## config.mk

```make
export PLATFORM = sky130hd
export DESIGN_NAME = dma_win_xlate
export DESIGN_NICKNAME = d
export VERILOG_FILES = /design/src/rtl/dwt_pkg.sv /design/src/rtl/dwt_csr.sv /design/src/rtl/dwt_win_match.sv /design/src/rtl/dwt_tlb.sv /design/src/rtl/dma_win_xlate.sv
export SDC_FILE = /design/constraint.sdc
export NUM_CORES = 1
export LEC_CHECK = 0
export ABC_AREA = 1
export BUFFER_PORTS_ARGS = -buffer_cell sky130_fd_sc_hd__buf_2
export CORE_MARGIN = 2
export CORE_UTILIZATION = 39
export CTS_BUF_LIST = sky130_fd_sc_hd__clkbuf_2 sky130_fd_sc_hd__clkbuf_4 sky130_fd_sc_hd__clkbuf_8
export DETAILED_ROUTE_END_ITERATION = 16
export PLACE_DENSITY = 0.59
export SYNTH_ARGS = -nofsm -noshare
export SYNTH_HDL_FRONTEND = slang
export SYNTH_SLANG_ARGS = --single-unit
```

## constraint.sdc

```tcl
create_clock -name clk -period 6.4 [get_ports clk]
set_input_delay 1.28 -clock clk [delete_from_list [all_inputs] [get_ports clk]]
set_output_delay 1.28 -clock clk [all_outputs]
set_load 0.05 [all_outputs]
```

## src/rtl/dwt_pkg.sv

```systemverilog
package dwt_pkg;
  localparam int PCI_AW    = 32;
  localparam int WIN_LSB   = 20;
  localparam int WIN_BITS  = PCI_AW - WIN_LSB;
  localparam int PAGE_OFF  = 13;
  localparam int PFN_W     = 20;
  localparam int SYS_AW    = PFN_W + PAGE_OFF;
  localparam int PTE_SHIFT = 3;
  localparam int TAG_W     = PCI_AW - PTE_SHIFT;

  localparam logic [1:0] SEL_CTRL  = 2'd0;
  localparam logic [1:0] SEL_MASK  = 2'd1;
  localparam logic [1:0] SEL_TBASE = 2'd2;

  typedef struct packed {
    logic                en;
    logic                sg;
    logic [WIN_BITS-1:0] base;
    logic [WIN_BITS-1:0] mask;
    logic [PCI_AW-1:0]   tbase;
  } win_cfg_t;

  typedef enum logic [2:0] {
    ST_IDLE, ST_LOOK, ST_FETCH, ST_WAIT, ST_DONE
  } xl_state_t;
endpackage

```

## src/rtl/dwt_csr.sv

```systemverilog
module dwt_csr
  import dwt_pkg::*;
#(
  parameter int NUM_WIN = 4,
  localparam int WIN_W  = (NUM_WIN > 1) ? $clog2(NUM_WIN) : 1,
  localparam int CA_W   = WIN_W + 3
) (
  input  logic                    clk,
  input  logic                    rst_n,
  input  logic                    csr_we,
  input  logic [CA_W-1:0]         csr_addr,
  input  logic [31:0]             csr_wdata,
  output win_cfg_t [NUM_WIN-1:0]  cfg,
  output logic                    flush
);
  logic             is_inval;
  logic [WIN_W-1:0] wsel;
  logic [1:0]       rsel;

  assign is_inval = csr_addr[CA_W-1];
  assign wsel     = csr_addr[WIN_W+1:2];
  assign rsel     = csr_addr[1:0];

  // any write to the invalidate register or a live window register empties the buffer
  assign flush = csr_we && (is_inval || rsel != 2'd3);

  always_ff @(posedge clk or negedge rst_n) begin
    if (!rst_n) begin
      cfg <= '0;
    end else if (csr_we && !is_inval) begin
      for (int i = 0; i < NUM_WIN; i++) begin
        if (wsel == WIN_W'(i)) begin
          case (rsel)
            SEL_CTRL: begin
              cfg[i].en   <= csr_wdata[0];
              cfg[i].sg   <= csr_wdata[1];
              cfg[i].base <= csr_wdata[PCI_AW-1:WIN_LSB];
            end
            SEL_MASK:  cfg[i].mask  <= csr_wdata[PCI_AW-1:WIN_LSB];
            SEL_TBASE: cfg[i].tbase <= csr_wdata;
            default: ;
          endcase
        end
      end
    end
  end
endmodule

```

## src/rtl/dwt_win_match.sv

```systemverilog
module dwt_win_match
  import dwt_pkg::*;
#(
  parameter int NUM_WIN = 4
) (
  input  logic [PCI_AW-1:0]       addr,
  input  win_cfg_t [NUM_WIN-1:0]  cfg,
  output logic                    hit,
  output win_cfg_t                sel_cfg
);
  logic [NUM_WIN-1:0] match;

  for (genvar g = 0; g < NUM_WIN; g++) begin : g_cmp
    assign match[g] = cfg[g].en &&
      ((addr[PCI_AW-1:WIN_LSB] & ~cfg[g].mask) == (cfg[g].base & ~cfg[g].mask));
  end

  // scan from the top so the lowest-numbered matching window is left selected
  always_comb begin
    hit     = 1'b0;
    sel_cfg = '0;
    for (int i = NUM_WIN - 1; i >= 0; i--) begin
      if (match[i]) begin
        hit     = 1'b1;
        sel_cfg = cfg[i];
      end
    end
  end
endmodule

```

## src/rtl/dwt_tlb.sv

```systemverilog
module dwt_tlb
  import dwt_pkg::*;
#(
  parameter int DEPTH = 8,
  parameter int TW    = TAG_W,
  parameter int DW    = PFN_W,
  localparam int PW   = (DEPTH > 1) ? $clog2(DEPTH) : 1
) (
  input  logic          clk,
  input  logic          rst_n,
  input  logic          flush,
  input  logic [TW-1:0] lk_tag,
  output logic          lk_hit,
  output logic [DW-1:0] lk_data,
  input  logic          fill_en,
  input  logic [TW-1:0] fill_tag,
  input  logic [DW-1:0] fill_data
);
  logic [DEPTH-1:0] vld_q;
  logic [DEPTH-1:0] hit_vec;
  logic [TW-1:0]    tag_q [DEPTH];
  logic [DW-1:0]    dat_q [DEPTH];
  logic [PW-1:0]    ptr_q;

  for (genvar g = 0; g < DEPTH; g++) begin : g_cam
    assign hit_vec[g] = vld_q[g] && (tag_q[g] == lk_tag);
  end

  always_comb begin
    lk_data = '0;
    for (int i = 0; i < DEPTH; i++) begin
      if (hit_vec[i]) lk_data = lk_data | dat_q[i];
    end
  end
  assign lk_hit = |hit_vec;

  always_ff @(posedge clk or negedge rst_n) begin
    if (!rst_n) begin
      vld_q <= '0;
      ptr_q <= '0;
    end else if (flush) begin
      vld_q <= '0;
      ptr_q <= '0;
    end else if (fill_en) begin
      vld_q[ptr_q] <= 1'b1;
      tag_q[ptr_q] <= fill_tag;
      dat_q[ptr_q] <= fill_data;
      ptr_q        <= (ptr_q == PW'(DEPTH - 1)) ? '0 : ptr_q + 1'b1;
    end
  end

  assert_single_match_R6: assert property (@(posedge clk) disable iff (!rst_n)
    $onehot0(hit_vec));
  assert_flush_empties_R9: assert property (@(posedge clk) disable iff (!rst_n)
    flush |=> (vld_q == '0));
  assert_fill_marks_slot_R8: assert property (@(posedge clk) disable iff (!rst_n)
    (fill_en && !flush) |=> vld_q[$past(ptr_q)]);
endmodule

```

## src/rtl/dma_win_xlate.sv

```systemverilog
module dma_win_xlate
  import dwt_pkg::*;
#(
  parameter int NUM_WIN   = 4,
  parameter int TLB_DEPTH = 8,
  localparam int WIN_W    = (NUM_WIN > 1) ? $clog2(NUM_WIN) : 1,
  localparam int CA_W     = WIN_W + 3
) (
  input  logic              clk,
  input  logic              rst_n,
  input  logic              csr_we,
  input  logic [CA_W-1:0]   csr_addr,
  input  logic [31:0]       csr_wdata,
  input  logic              req_valid,
  output logic              req_ready,
  input  logic [PCI_AW-1:0] req_addr,
  output logic              res_valid,
  input  logic              res_ready,
  output logic [SYS_AW-1:0] res_addr,
  output logic              res_hit,
  output logic              res_err,
  output logic              mrd_valid,
  input  logic              mrd_ready,
  output logic [PCI_AW-1:0] mrd_addr,
  input  logic              mdat_valid,
  input  logic [31:0]       mdat_data
);
  win_cfg_t [NUM_WIN-1:0] cfg;
  win_cfg_t               sel_cfg;
  logic                   flush, win_hit, tlb_hit, fill_en;
  logic [PFN_W-1:0]       tlb_data;
  xl_state_t              st_q;
  logic [PCI_AW-1:0]      addr_q, pte_q;
  logic                   stale_q;
  logic [PCI_AW-1:0]      ext, in_win, pte_addr;
  logic [SYS_AW-1:0]      direct_addr;

  dwt_csr #(.NUM_WIN(NUM_WIN)) u_csr (
    .clk, .rst_n, .csr_we, .csr_addr, .csr_wdata, .cfg, .flush
  );

  dwt_win_match #(.NUM_WIN(NUM_WIN)) u_match (
    .addr(addr_q), .cfg, .hit(win_hit), .sel_cfg
  );

  // address formation for the selected window
  assign ext         = {sel_cfg.mask, {WIN_LSB{1'b1}}};
  assign in_win      = addr_q & ext;
  assign direct_addr = SYS_AW'((sel_cfg.tbase & ~ext) | in_win);
  assign pte_addr    = sel_cfg.tbase + ((in_win >> PAGE_OFF) << PTE_SHIFT);

  dwt_tlb #(.DEPTH(TLB_DEPTH), .TW(TAG_W), .DW(PFN_W)) u_tlb (
    .clk, .rst_n, .flush,
    .lk_tag(pte_addr[PCI_AW-1:PTE_SHIFT]), .lk_hit(tlb_hit), .lk_data(tlb_data),
    .fill_en, .fill_tag(pte_q[PCI_AW-1:PTE_SHIFT]), .fill_data(mdat_data[PFN_W:1])
  );

  // an invalidate seen during a fetch keeps the fetched entry out of the buffer
  assign fill_en = (st_q == ST_WAIT) && mdat_valid && mdat_data[0] && !stale_q && !flush;

  always_ff @(posedge clk or negedge rst_n) begin
    if (!rst_n) begin
      st_q     <= ST_IDLE;
      addr_q   <= '0;
      pte_q    <= '0;
      stale_q  <= 1'b0;
      res_addr <= '0;
      res_hit  <= 1'b0;
      res_err  <= 1'b0;
    end else begin
      if (flush && st_q != ST_IDLE) stale_q <= 1'b1;
      case (st_q)
        ST_IDLE: if (req_valid) begin
          addr_q  <= req_addr;
          stale_q <= 1'b0;
          st_q    <= ST_LOOK;
        end
        ST_LOOK: begin
          res_hit <= win_hit;
          res_err <= 1'b0;
          pte_q   <= pte_addr;
          if (!win_hit) begin
            res_addr <= '0;
            st_q     <= ST_DONE;
          end else if (!sel_cfg.sg) begin
            res_addr <= direct_addr;
            st_q     <= ST_DONE;
          end else if (tlb_hit) begin
            res_addr <= {tlb_data, addr_q[PAGE_OFF-1:0]};
            st_q     <= ST_DONE;
          end else begin
            st_q <= ST_FETCH;
          end
        end
        ST_FETCH: if (mrd_ready) st_q <= ST_WAIT;
        ST_WAIT: if (mdat_valid) begin
          if (mdat_data[0]) begin
            res_addr <= {mdat_data[PFN_W:1], addr_q[PAGE_OFF-1:0]};
            res_err  <= 1'b0;
          end else begin
            res_addr <= '0;
            res_err  <= 1'b1;
          end
          st_q <= ST_DONE;
        end
        ST_DONE: if (res_ready) st_q <= ST_IDLE;
        default: st_q <= ST_IDLE;
      endcase
    end
  end

  assign req_ready = (st_q == ST_IDLE);
  assign res_valid = (st_q == ST_DONE);
  assign mrd_valid = (st_q == ST_FETCH);
  assign mrd_addr  = pte_q;

  assert_res_hold_R11: assert property (@(posedge clk) disable iff (!rst_n)
    (res_valid && !res_ready) |=> (res_valid && $stable(res_addr) && $stable(res_hit) && $stable(res_err)));
  assert_mrd_hold_R11: assert property (@(posedge clk) disable iff (!rst_n)
    (mrd_valid && !mrd_ready) |=> (mrd_valid && $stable(mrd_addr)));
  assert_busy_blocks_R11: assert property (@(posedge clk) disable iff (!rst_n)
    (res_valid || mrd_valid) |-> !req_ready);
  assert_err_claimed_R7: assert property (@(posedge clk) disable iff (!rst_n)
    (res_valid && res_err) |-> (res_hit && res_addr == '0));
  assert_nohit_zero_R2: assert property (@(posedge clk) disable iff (!rst_n)
    (res_valid && !res_hit) |-> (res_addr == '0 && !res_err));
endmodule

```

## Word-level counts from Yosys, hierarchy flattened

Memory sizes are Yosys's and may differ from the RTL's.
Cells that the tools add are included.

- Flip-flop bits (word level): 346
- Memory bits (writable): 392
- Input bits: 108
- Word-level logic and storage cells: 181
- Memories: 2

Memory list:

| name | words | width | rd ports | clocked after Yosys merged registers in | wr ports | RTL line | text |
|---|---|---|---|---|---|---|---|
| u_tlb.tag_q | 8 | 29 | 8 | 0 | 1 | dwt_tlb.sv:21 | `logic [TW-1:0] tag_q [DEPTH];` |
| u_tlb.dat_q | 8 | 20 | 8 | 0 | 1 | dwt_tlb.sv:22 | `logic [DW-1:0] dat_q [DEPTH];` |

- $add $sub $neg: 2
- Order comparisons: 2
- Equality and inequality tests: 28
- Mux-type cells: 46
- Bitwise gates (word level): 24
- Reductions and logical operators: 48

Operator list:

| operator | count |
|---|---|
| 29-bit equality test | 8 |
| 57-bit two-way mux | 4 |
| 33-bit two-way mux | 5 |
| 20-bit two-way mux | 8 |
| 20-bit OR | 7 |
| 12-bit bitwise AND | 8 |
| 33-bit case mux with 2 select lines | 1 |
| 12-bit equality test | 4 |
| 12-bit NOT | 4 |
| 3-bit AND reduction | 13 |
| 32-bit by 33-bit bitwise AND with 33-bit output | 1 |
| 32-bit NOT with 33-bit output | 1 |
| 33-bit by 32-bit OR with 33-bit output | 1 |
| 32-bit by 22-bit adder with 32-bit output | 1 |
| 32-bit bitwise AND | 1 |
| 3-bit two-way mux | 10 |
| 1-bit logical AND | 21 |
| 8-bit two-way mux | 2 |
| 3-bit case mux with 5 select lines | 1 |
| 1-bit two-way mux | 13 |
| 8-bit OR | 1 |
| 8-bit OR reduction | 1 |
| 2-bit equality test, second input constant | 3 |
| 3-bit by 2-bit equality test with 1-bit output, second input constant | 2 |
| 19 further kinds | 29 |

## Longest topological paths before layout

Gate-level depths: netlist of run 1.

- Word-level depth: 31
- Depth in mapped cells: 51
- Mapped depth without buffers: 46

## Cells and area by module

Synthesis of run 1 repeated with hierarchy kept, for this count alone.

- Cells, all modules: 4437
- Area, all modules: 36980.5 sq um

By module, submodules not included:

| module | instances | cells each | area each (sq um) | sequential area each (sq um) |
|---|---|---|---|---|
| dwt_tlb | 1 | 1641 | 17728.3 | 12046.6 |
| dwt_csr | 1 | 1048 | 9237.6 | 5805.6 |
| dma_win_xlate | 1 | 883 | 6366.1 | 2577.5 |
| dwt_win_match | 1 | 865 | 3648.5 | 0.0 |

## Least setup slack after synthesis of run 1

OpenSTA, ideal clock, no wires.

- Path kind: register to register
- From: reg addr_q[30]
- To: reg res_addr[13]
- Setup time: 72 ps
- Arrival time: 5507 ps
- Data required time: 6328 ps
- Path slack: 822 ps
- Stages on the path, launching flop included: 46
- Path buffers: 8
- Period minus slack after synthesis: 5578 ps
- Cell sequence: dfrtp_1 > buf_2 > inv_2 > nand2_1 > nand3b_1 > nand2_1 > nor2_1 > nand2_1 > nor2_2 > buf_4 > clkbuf_1 > clkbuf_1 > buf_1 > a22oi_1 > a21oi_1 > ha_1 > inv_1 > fa_1 > [10 not listed] > clkbuf_1 > nand2_1 > nand4_1 > nor2_1 > nand3_1 > nor2_1 > nand3_2 > nor2_4 > nand3_4 > nand2_2 > nor2_4 > nand4_2 > nand2_2 > buf_6 > clkinv_4 > buf_6 > nor2_1 > nor2_1

- Cells in the longest elaborated chain, start to end: 30
- Elaborated cells between the ends (all ways): 62
- Classes of those cells: add/sub: 1; eq/ne: 13; mux: 20; bitwise: 14; reduce/logical: 14

RTL lines:

| element | RTL line | text |
|---|---|---|
| start: declaration | dma_win_xlate.sv:33 | `logic [PCI_AW-1:0] addr_q, pte_q;` |
| start signal: assignment | dma_win_xlate.sv:74 | `addr_q <= req_addr;` |
| 12-bit bitwise AND | dwt_win_match.sv:15 | `((addr[PCI_AW-1:WIN_LSB] & ~cfg[g].mask) == (cfg[g].base & ~cfg[g].mask));` |
| 12-bit equality test | dwt_win_match.sv:15 |  |
| 1-bit logical AND | dwt_win_match.sv:14 | `assign match[g] = cfg[g].en &&` |
| 57-bit two-way mux (4 in a row) | dwt_win_match.sv:23 | `if (match[i]) begin` |
| 32-bit bitwise AND | dma_win_xlate.sv:48 | `assign in_win = addr_q & ext;` |
| 32-bit by 22-bit adder with 32-bit output | dma_win_xlate.sv:50 | `assign pte_addr = sel_cfg.tbase + ((in_win >> PAGE_OFF) << PTE_SHIFT);` |
| 29-bit equality test | dwt_tlb.sv:26 | `assign hit_vec[g] = vld_q[g] && (tag_q[g] == lk_tag);` |
| 1-bit logical AND | dwt_tlb.sv:26 |  |
| [11 not listed] | n/a |  |
| 20-bit OR | dwt_tlb.sv:32 | `if (hit_vec[i]) lk_data = lk_data \| dat_q[i];` |
| 20-bit two-way mux | dwt_tlb.sv:32 |  |
| 20-bit OR | dwt_tlb.sv:32 |  |
| 20-bit two-way mux | dwt_tlb.sv:32 |  |
| 33-bit two-way mux | dma_win_xlate.sv:88 | `end else if (tlb_hit) begin` |
| 33-bit two-way mux | dma_win_xlate.sv:85 | `end else if (!sel_cfg.sg) begin` |
| 33-bit two-way mux | dma_win_xlate.sv:82 | `if (!win_hit) begin` |
| 33-bit case mux with 2 select lines | dma_win_xlate.sv:72 | `case (st_q)` |
| end signal: assignment | dma_win_xlate.sv:86 | `res_addr <= direct_addr;` |
| end signal: assignment | dma_win_xlate.sv:89 | `res_addr <= {tlb_data, addr_q[PAGE_OFF-1:0]};` |
| end signal: assignment | dma_win_xlate.sv:98 | `res_addr <= {mdat_data[PFN_W:1], addr_q[PAGE_OFF-1:0]};` |
| end: declaration | dma_win_xlate.sv:19 | `output logic [SYS_AW-1:0] res_addr,` |

Parallel ways exist; a longest one is shown, timed or not. The select of a mux whose other input is x is not followed.
A chain may end at the register's enable or synchronous reset.

## Worst setup path in the final report of run 1

- From: reg addr_q[31]
- To: reg res_addr[0]

- Cells in the longest elaborated chain, start to end: 14
- Elaborated cells between the ends (all ways): 46
- Classes of those cells: add/sub: 1; eq/ne: 13; mux: 11; bitwise: 7; reduce/logical: 14

RTL lines:

| element | RTL line | text |
|---|---|---|
| 12-bit bitwise AND | dwt_win_match.sv:15 |  |
| 12-bit equality test | dwt_win_match.sv:15 |  |
| 1-bit logical AND | dwt_win_match.sv:14 |  |
| 57-bit two-way mux (4 in a row) | dwt_win_match.sv:23 |  |
| 32-bit bitwise AND | dma_win_xlate.sv:48 |  |
| 32-bit by 22-bit adder with 32-bit output | dma_win_xlate.sv:50 |  |
| 29-bit equality test | dwt_tlb.sv:26 |  |
| 1-bit logical AND | dwt_tlb.sv:26 |  |
| 8-bit OR reduction | dwt_tlb.sv:35 | `assign lk_hit = \|hit_vec;` |
| 4-bit != test (no line) | n/a |  |
| 3-bit AND reduction (no line) | n/a |  |

Parallel ways exist; a longest one is shown, timed or not.

==> results of run 1 <==
layer usage:
metal | up-vias | GRT usage (%) | share of wire (%)
li1 | 13900 | - | -
met3 | 171 | 4.63 | 7.0
met2 | 899 | 36.1 | 46
met1 | 13600 | 31.3 | 44
met5 | - | 0 | 0.025
met4 | 4 | 8.57 | 3.2
kinds of logic (layout without fill, tap and decap cells):
family	after synthesis	in the layout	share of synthesized area (%)
fa+ha+maj	22	22	0.794
other cells	0	5	0
xor+xnor	83	83	2.10
simple gates	2084	2084	25.4
buf+inv	497	912	5.57
flops	738	738	57.3
mux	18	18	0.569
compound gates	547	547	8.23
final cells by class:
| class | count | share of cell area (%) |
|---|---|---|
| Clock buffer | 204 | 6.01 |
| Antenna cell | 5 | 0.0301 |
| Tap cell | 1176 | 3.54 |
| Multi-Input combinational cell | 2754 | 32.4 |
| Timing Repair Buffer | 304 | 4.80 |
| Clock inverter | 39 | 0.651 |
| Sequential cell | 738 | 49.2 |
| Inverter | 365 | 3.35 |
Yosys cell counts (4+ instances only):
| master | number |
|---|---|
| nand3_1 | 239 |
| or2_1 | 4 |
| buf_4 | 7 |
| nand4_1 | 99 |
| a22oi_1 | 30 |
| nor2_4 | 8 |
| ha_1 | 21 |
| dfrtp_1 | 346 |
| nand3b_1 | 27 |
| o31ai_1 | 7 |
| nor3b_1 | 6 |
| xnor2_1 | 36 |
| o22ai_1 | 5 |
| nand2_1 | 1121 |
| nand2_4 | 9 |
| a21oi_2 | 4 |
| nor2_2 | 21 |
| nand4_2 | 4 |
| inv_1 | 345 |
| nand2_2 | 25 |
| buf_1 | 4 |
| nand3_2 | 12 |
| buf_6 | 7 |
| mux2_2 | 18 |
| o21ai_1 | 12 |
| edfxtp_1 | 392 |
| o211ai_1 | 10 |
| a21oi_1 | 128 |
| buf_2 | 13 |
| clkbuf_1 | 99 |
| inv_2 | 16 |
| nor3_1 | 18 |
| and3_1 | 5 |
| nor2_1 | 455 |
| or2_2 | 17 |
| xor2_1 | 45 |
| o21ai_0 | 337 |
how the worst max path moves through the flow:
| stage | to |
|---|---|
| 4_1_cts | res_addr[0] |
| 2_1_floorplan | res_addr[13] |
| 3_3_place_gp | res_addr[32] |
| 3_5_place_dp | res_addr[0] |
| 5_1_grt | res_addr[2] |
| 6_report | res_addr[0] |
sequential cells by signal (all words and copies together), names as in the netlist, 3 cells and up:
register / flops
u_tlb.ptr_q: 3
st_q: 3
u_tlb.dat_q: 160
u_tlb.vld_q: 8
u_tlb.tag_q: 232
mrd_addr: 32
u_csr.cfg: 232
addr_q: 32
res_addr: 33
report_power, final:
| group | internal [mW] | leakage, nW | total, mW | switching, mW |
|---|---|---|---|---|
| sequential | 5.52 | 7.62 | 5.90 | 0.387 |
| combinational | 0.678 | 9.48 | 2.13 | 1.46 |
| clock | 2.54 | 1.46 | 4.59 | 2.05 |
repair_timing:
action	CTS	global route
hold endpoints to repair	0	0
endpoints found under the setup margin	0	35
resized for setup	0	51
setup buffers	0	6
critical path, delay by kind of cell, from the launching register on:
family,cells,cell delay (ns)
adders and majority gates,2,0.76
DFF,1,0.41
AOI/OAI and AO/OA,5,0.55
and+or+nand+nor,23,3.03
buffers and inverters,6,1.00
==> impl_metrics.toml, run 1 <==
[synthesis]
synth-seq-cells = 738
syn_nets = 4119
yosysSeqAreaShare_pct = 57.3
async_reset_ff_share_pct = 46.9
yosysTopAreaCellShare_pct = 33.0
ys.flop_type = "edfxtp_1"
syn_area_per_cell_sq_um = 8.93
ys_types = 62
syn_area_sq_um = 35600
ys_warn_count = 0
synth_edf_count = 392
yosys.area.top_type = "edfxtp_1"
synth_top_cells_by_area = "edfxtp_1 33%, dfrtp_1 24%, nand2_1 12%"
syn_inst = 3989

[setup_path]
crit_start = "addr_q[31]"
critPathLaunchType = "flop"
r2r_end = "res_addr[0]"
cp.required_ns = 7.07
r2r-start = "addr_q[31]"
cp_slowest_cell = "fa_2"
reg2reg_depth = 36
cpMostUsedCell = "nor2_1"
worst-path-max-fanout = 37
cp-end-kind = "flop"
cp.arrival_ns = 6.59
r2r_slack_ns = 0.48
worst-setup-path-type = "flop to flop"
slowest_delay_ns = 0.55

[timing]
period_needed_ns = 5.92
finalSetupViolations = 0
slew_viol_final = 0
whs_ns = 0.378
fin_skew_ns = 0.0355
max_slew_margin_pct = 21.0
setup_tns_ns = 0
finalWorstSetupSlack_ns = 0.482
min_period_over_period_pct = 92.5
final_hold_viol_count = 0
fmax_mhz = 169
worstMarginPinSlew_ns = 1.18
rsz0062_at_grt = "true"

[finish]
seqCellArea_sq_um = 20400
syn_to_final_growth_pct = 16.5
nets = 4425
multi_input_area_sq_um = 13400
final_util_pct = 46.0
final_cell_mix = "1107 x nand2_1, 438 x nor2_1, 392 x edfxtp_1, 345 x dfrtp_1, 341 x inv_1"
design_area_sq_um = 41500
layout-drive-gt1-share_pct = 16.6
layout_commonest_cell = "nand2_1"
final_cells = 5585
fillers = 8764

[die]
die_area_sq_um = 93800
initial_core_util_pct = 39.5
die_h_microns = 306
ios = 178
core_area_sq_um = 90300
die_x_microns = 306
fp-row-count = 110

[global_routing]
grtUsageTotal_pct = 22.9
grt_max_degree = 78
grt_pass1_wl_mm = 163
grt_overflow = 0
grt_pass1_vias = 27300
antenna_found_initial = 8

[placed_design]
io_buffers = 166
dpl_cell_area_sq_um = 38500
gp_congestion = 0.911
dp.cells = 5331
hpwl_mm = 75.5
dpl_worst_slack_ns = 0.0899

[routing]
via_per_inst = 5.10
detail_route.iter0.violations = 2738
drtAntennaViolNets = 0
drtPass1Iterations = 6
dr_total_vias = 28500
route.detailed.drc = 0
routed_wl_mm = 107
routedWlPerCell_microns = 19.1

[min_path]
hp-class = "input pin to asynchronous set/reset pin"

[pwr]
total_power_mw = 12.6
ir_drop_mv = 0.187
static-leakage-power_nw = 18.6
power_density_nw_per_um2 = 304

[cts]
clk_pin_slew_ns = 0.06
cts.sinks = 738
cts_buffers = 132
clk_latency_ns = 0.82
cts_tree = "done"
root_buffer = "clkbuf_8"
clockBufferDepth = 3
htree_levels = 4
hold_buffers = 0

[run_status]
status = "finished clean"

[flow_run]
maxCapViolCount = 0
(Power assumes the default switching activity.)
==> run 2, diff against run 1 <==
--- a/config.mk
+++ b/config.mk
@@ -5,7 +5,7 @@
 export SDC_FILE = /design/constraint.sdc
 export NUM_CORES = 1
 export LEC_CHECK = 0
-export ABC_AREA = 1
+export ABC_AREA = 0
 export BUFFER_PORTS_ARGS = -buffer_cell sky130_fd_sc_hd__buf_2
 export CORE_MARGIN = 2
 export CORE_UTILIZATION = 39
==> run 2 against run 1 <==
Effect of this change:
- the run now ends with negative setup slack left
- die area increased by 2.9%
- design area increased by 14%
- global-route usage increased by 2.3 points
- sequential share of layout area decreased by 6.1 points
- maximum frequency decreased by 13%
- clock power decreased by 0.9%
- setup slack got worse by 0.87 ns
- largest cell class unchanged
==> impl_metrics.toml, run 2 <==
[run_status]
status = "complete, but fails checks"
violations = "negative setup slack"

[die]
fp-row-count = 112
die_x_microns = 311
die_area_sq_um = 96600
core_area_sq_um = 93300
ios = 178
initial_core_util_pct = 39.3
die_h_microns = 311

[pwr]
p_comb_share_pct = 23.6
ir_drop_mv = 0.152
swShare_pct = 30.6
power.switching_mw = 4.24
pwr-share-clk_pct = 32.9
p_int_mw = 9.61
power_density_nw_per_um2 = 292
p_seq_share_pct = 43.6
static-leakage-power_nw = 19.8

[routing]
routed_wl_mm = 124
via_per_inst = 5.65
detail_route.iter0.violations = 2661
drtPass1Iterations = 5
routedWlPerCell_microns = 25.0
route.detailed.drc = 0
dr_total_vias = 28000
drtAntennaViolNets = 0

[synthesis]
syn_nets = 3015
ys_types = 103
async_reset_ff_share_pct = 46.9
synthTopCellsByCount = "392 x edfxtp_1, 346 x dfrtp_1, 303 x mux2_2"
synth-seq-cells = 738
yosys.cell_count.top_type = "edfxtp_1"
yosysSeqAreaShare_pct = 55.7
yosys.area.top_type = "edfxtp_1"
yosysTopAreaCellShare_pct = 32.1
syn_inst = 2885
syn_area_per_cell_sq_um = 12.7
synth_top_cells_by_area = "edfxtp_1 32%, dfrtp_1 24%, mux2_2 9.3%"
ys_warn_count = 0
synth_edf_count = 392
syn_area_sq_um = 36700
ys.flop_type = "edfxtp_1"

[finish]
nets = 3726
layout-drive-gt1-share_pct = 42.1
syn_to_final_growth_pct = 29.3
final_cell_mix = "504 x buf_4, 392 x edfxtp_1, 336 x dfrtp_1, 301 x mux2_2, 165 x buf_2"
layout_commonest_cell = "buf_4"
final_cells = 4953
reg.largest.list = "u_csr.cfg (232), u_tlb.tag_q (232), u_tlb.dat_q (160)"

[cts]
htree_levels = 4
cts_tree = "done"
cts.sinks = 738
clk_latency_ns = 0.83
clk_pin_slew_ns = 0.05
root_buffer = "clkbuf_8"
clockBufferDepth = 3
cts_buffers = 135

[timing]
min_period_over_period_pct = 106
fmax_mhz = 147
fin_skew_ns = 0.0343
period_needed_ns = 6.79
finalSetupViolations = 35
rsz0062_at_grt = "true"
max_slew_margin_pct = 22.0
worstMarginPinSlew_ns = 1.17
slew_viol_final = 0
finalWorstSetupSlack_ns = -0.389
final_hold_viol_count = 0
whs_ns = 0.403

[flow_run]
maxCapViolCount = 0

[setup_path]
cpMostUsedCell = "buf_6"
critPathLaunchType = "flop"
cp-end-kind = "flop"
worst-path-max-fanout = 8
cp_slowest_cell = "or4_4"
worst-setup-path-type = "flop to flop"
cp.arrival_ns = 7.50
slowest_delay_ns = 0.53
cp.required_ns = 7.11

[placed_design]
io_buffers = 166
hpwl_mm = 87.0
dp.cells = 4647
gp_congestion = 0.925

[global_routing]
grt_overflow = 0
grt_pass1_vias = 29000
grtUsageTotal_pct = 25.2
grt_pass1_wl_mm = 184
grt_max_degree = 174
antenna_found_initial = 6

[min_path]
hp-class = "input pin to asynchronous set/reset pin"
-- run 2: cell type report --
cell class,count,area [sq um]
well taps,1254,1570
clock inverters,33,239
multi-input cells,1913,16900
fillers,8020,45900
diodes,3,7.51
clock buffers,204,2460
repair buffers,727,5530
inverters,81,304
flip-flops and latches,738,20400
-- run 2: metal layers --
layer  share of wire [%]  track usage (%)  wire [microns]  vias up
li1                    -                -               -    12400
met3                 5.7             4.11            7030      225
met1                  43             33.8           53200    14400
met2                  47             40.8           58600      960
met4                 3.9             10.4            4820        4
met5               0.022                0              27        -
-- run 2: critical path, delay by kind of cell, from the launching register on --
| kind | cells | cell delay, ns |
|---|---|---|
| AND/OR/NAND/NOR | 10 | 2.26 |
| buffers and inverters | 6 | 0.92 |
| adder cells (fa/ha/maj) | 1 | 0.31 |
| flip-flops | 1 | 0.43 |
| AO/OA/AOI/OAI | 9 | 2.06 |
| multiplexers | 1 | 0.23 |
| XOR/XNOR | 2 | 0.45 |
-- run 2: stage by stage --
step / area [sq um] / utilization [%] / total power, mW / setup WS [ns] / TNS [ns]
after floorplan: 37300 / - / 7.86 / -0.272 / -7.56
after global placement: 42800 / 45.8 / 8.92 / -1.10 / -28.17
after detailed placement: 42800 / 45.8 / 9.02 / -1.29 / -32.21
after CTS: 46900 / 50.2 / 13.9 / -0.330 / -8.66
after global routing: 47400 / 50.8 / 14.4 / -0.576 / -16.74
final: 47400 / 50.8 / 13.8 / -0.389 / -9.66
-- run 2: power groups by stage --
stage | clock network (mW) | registers [mW] | logic [mW]
2_1_floorplan | 0 | 6.13 | 1.73
3_3_place_gp | 0 | 6.06 | 2.86
3_5_place_dp | 0 | 6.10 | 2.93
4_1_cts | 4.64 | 6.02 | 3.20
5_1_grt | 4.85 | 6.09 | 3.47
6_report | 4.55 | 6.03 | 3.27
-- run 2: cell families after synthesis --
group,after synthesis,share of synthesized area [%]
XOR/XNOR,299,9.06
multiplexers,331,10.1
buffers and inverters,234,2.55
AND/OR/NAND/NOR,714,10.6
flip-flops,738,55.7
AO/OA/AOI/OAI,547,11.3
adder cells (fa/ha/maj),22,0.771
-- run 2: final timing paths --
| kind | from | to | slack, ns | depth (start not counted) |
|---|---|---|---|---|
| setup / recovery | addr_q[28] | res_addr[4] | -0.39 | 29 |
| hold / removal | rst_n | mrd_addr[10] | 0.40 | 1 |
| setup reg to reg | addr_q[28] | res_addr[4] | -0.39 | 29 |
| hold reg to reg | mrd_addr[1] | mrd_addr[1] | 0.49 | 2 |
| max in group asynchronous | rst_n | addr_q[22] | 4.43 | 2 |
| min in group clk | mrd_addr[1] | mrd_addr[1] | 0.49 | 2 |
-- run 2: timing repair --
| action | in CTS | in global routing |
|---|---|---|
| hold buffers | 0 | 0 |
| setup buffers | 56 | 23 |
| cloned | 4 | 0 |
| resized for setup | 199 | 80 |
| pin swaps | 67 | 29 |
| endpoints found under the setup margin | 35 | 35 |
==> run 3, diff against run 2 <==
--- a/config.mk
+++ b/config.mk
@@ -7,11 +7,13 @@
 export LEC_CHECK = 0
 export ABC_AREA = 0
 export BUFFER_PORTS_ARGS = -buffer_cell sky130_fd_sc_hd__buf_2
+export CELL_PAD_IN_SITES_DETAIL_PLACEMENT = 1
+export CELL_PAD_IN_SITES_GLOBAL_PLACEMENT = 2
 export CORE_MARGIN = 2
 export CORE_UTILIZATION = 39
 export CTS_BUF_LIST = sky130_fd_sc_hd__clkbuf_2 sky130_fd_sc_hd__clkbuf_4 sky130_fd_sc_hd__clkbuf_8
 export DETAILED_ROUTE_END_ITERATION = 16
-export PLACE_DENSITY = 0.59
+export PLACE_DENSITY = 0.77
 export SYNTH_ARGS = -nofsm -noshare
 export SYNTH_HDL_FRONTEND = slang
 export SYNTH_SLANG_ARGS = --single-unit
==> run 3 against run 2 <==
Effect of this change:
- the run still ends with negative setup slack left
- flip-flop and latch count unchanged
- non-clock buffer count rose by 57
- via count rose by 3.0%
- routed wire length increased by 13%
- hold slack worse by 0.035 ns
- sequential share of layout area is 0.99 points lower
- clock power up 9.7%
- total power grew 5.0%
- core utilization up 1.2 points
- count of clock-buffer cells in the layout fell by 5
==> impl_metrics.toml, run 3 (synthesized netlist as in run 2, its figures left out) <==
[setup_path]
cp_slowest_cell = "or4b_4"
path_buf_inv = 9
r2r_end = "res_addr[26]"
crit_start = "addr_q[20]"
critPathLaunchType = "flop"
reg2reg_depth = 31
cp.arrival_ns = 7.57
cpMostUsedCell = "buf_12"
worst-path-max-fanout = 8
cp_top_family = "compound AO/OA/AOI/OAI gates"
cp-end-kind = "flop"
r2r-start = "addr_q[20]"
worst-setup-path-type = "flop to flop"
slowest_delay_ns = 0.58
cp.required_ns = 7.14
r2r_slack_ns = -0.43
critical_path_depth = 31

[timing]
worstMarginPinSlew_ns = 1.14
final_hold_viol_count = 0
period_needed_ns = 6.83
fin_skew_ns = 0.0532
min_period_over_period_pct = 107
max_slew_margin_pct = 21.9
rsz0062_at_grt = "true"
slew_viol_final = 0
finalSetupViolations = 35
fmax_mhz = 146
whs_ns = 0.368
finalWorstSetupSlack_ns = -0.426

[routing]
drtAntennaViolNets = 0
detail_route.iter0.violations = 2472
dr_total_vias = 28800
route.detailed.drc = 0
drtPass1Iterations = 5
routedWlPerCell_microns = 27.8
routed_wl_mm = 139
via_per_inst = 5.75

[finish]
fillers = 9623
layout_commonest_cell = "buf_4"
syn_to_final_growth_pct = 32.3
nets = 3782
final_util_pct = 52.0
layout-drive-gt1-share_pct = 44.2
reg.largest.list = "u_csr.cfg (232), u_tlb.tag_q (232), u_tlb.dat_q (160)"
final_cell_mix = "554 x buf_4, 392 x edfxtp_1, 336 x dfrtp_1, 299 x mux2_2, 165 x buf_2"

[cts]
cts_buffers = 134
clk_pin_slew_ns = 0.06
htree_levels = 4
clockBufferDepth = 3
cts_tree = "done"
cts.sinks = 738
clk_latency_ns = 0.85
root_buffer = "clkbuf_8"

[die]
fp-row-count = 112
die_h_microns = 311
die_area_sq_um = 96600
die_x_microns = 311
initial_core_util_pct = 39.3
core_area_sq_um = 93300
ios = 178

[global_routing]
grt_max_degree = 72
grt_pass1_vias = 31100
grtUsageTotal_pct = 27.9
grt_pass1_wl_mm = 203
antenna_found_initial = 1
grt_overflow = 0

[run_status]
status = "complete, but fails checks"
violations = "negative setup slack"

[flow_run]
maxCapViolCount = 0

[pwr]
ir_drop_mv = 0.283
static-leakage-power_nw = 20.3
power_density_nw_per_um2 = 299

[placed_design]
gp_congestion = 0.923
hpwl_mm = 97.4
io_buffers = 166

[min_path]
hp-class = "input pin to asynchronous set/reset pin"
## run 3: area by class of cell
cell class	count	area (sq um)	share of cell area, %
Clock buffer	199	2510	5.18
Clock inverter	44	482	0.992
Antenna cell	2	5.00	0.0103
Sequential cell	738	20400	42.1
Multi-Input combinational cell	1913	17200	35.5
Timing Repair Buffer	784	6000	12.4
Tap cell	1254	1570	3.23
Inverter	81	304	0.626
## run 3: how the worst max path moves through the flow
stage / endpoint
global route: res_addr[11]
global placement: res_addr[17]
detailed placement: res_addr[17]
CTS: res_addr[11]
finish: res_addr[26]
floorplan: res_addr[0]
## run 3: what timing repair did
action / in CTS / in global routing
pin swaps: 67 / 110
cloned: 5 / 1
setup buffers: 43 / 70
setup endpoints to repair: 35 / 35
resized for setup: 225 / 134
hold buffers: 0 / 0
## run 3: per-layer routing
metal | global-route usage, % | vias to the layer above | wire length (microns) | share of wire [%]
met2 | 47.4 | 997 | 69100 | 50
met4 | 12.1 | 0 | 5760 | 4.1
met3 | 4.81 | 289 | 7460 | 5.4
met5 | 0 | - | 0 | 0
li1 | - | 12500 | - | -
met1 | 35.1 | 15100 | 57100 | 41
## run 3: through the flow
stage               power, mW  TNS, ns  cells  setup slack, ns  instance area [sq um]
CTS                      14.4   -10.20   4950           -0.364                  47400
global placement         8.99   -25.76   4663           -0.887                  42900
global route             15.1   -20.62   5015           -0.640                  48600
finish                   14.5   -13.38   5015           -0.426                  48600
floorplan                7.86    -7.56   2885           -0.272                  37300
detailed placement       9.15   -31.29   4663            -1.04                  42900
## run 3: report_power, final
| group | internal, mW | switching [mW] |
|---|---|---|
| Clock | 2.80 | 2.19 |
| Sequential | 5.54 | 0.500 |
| Combinational | 1.65 | 1.86 |
| Total | 9.99 | 4.55 |
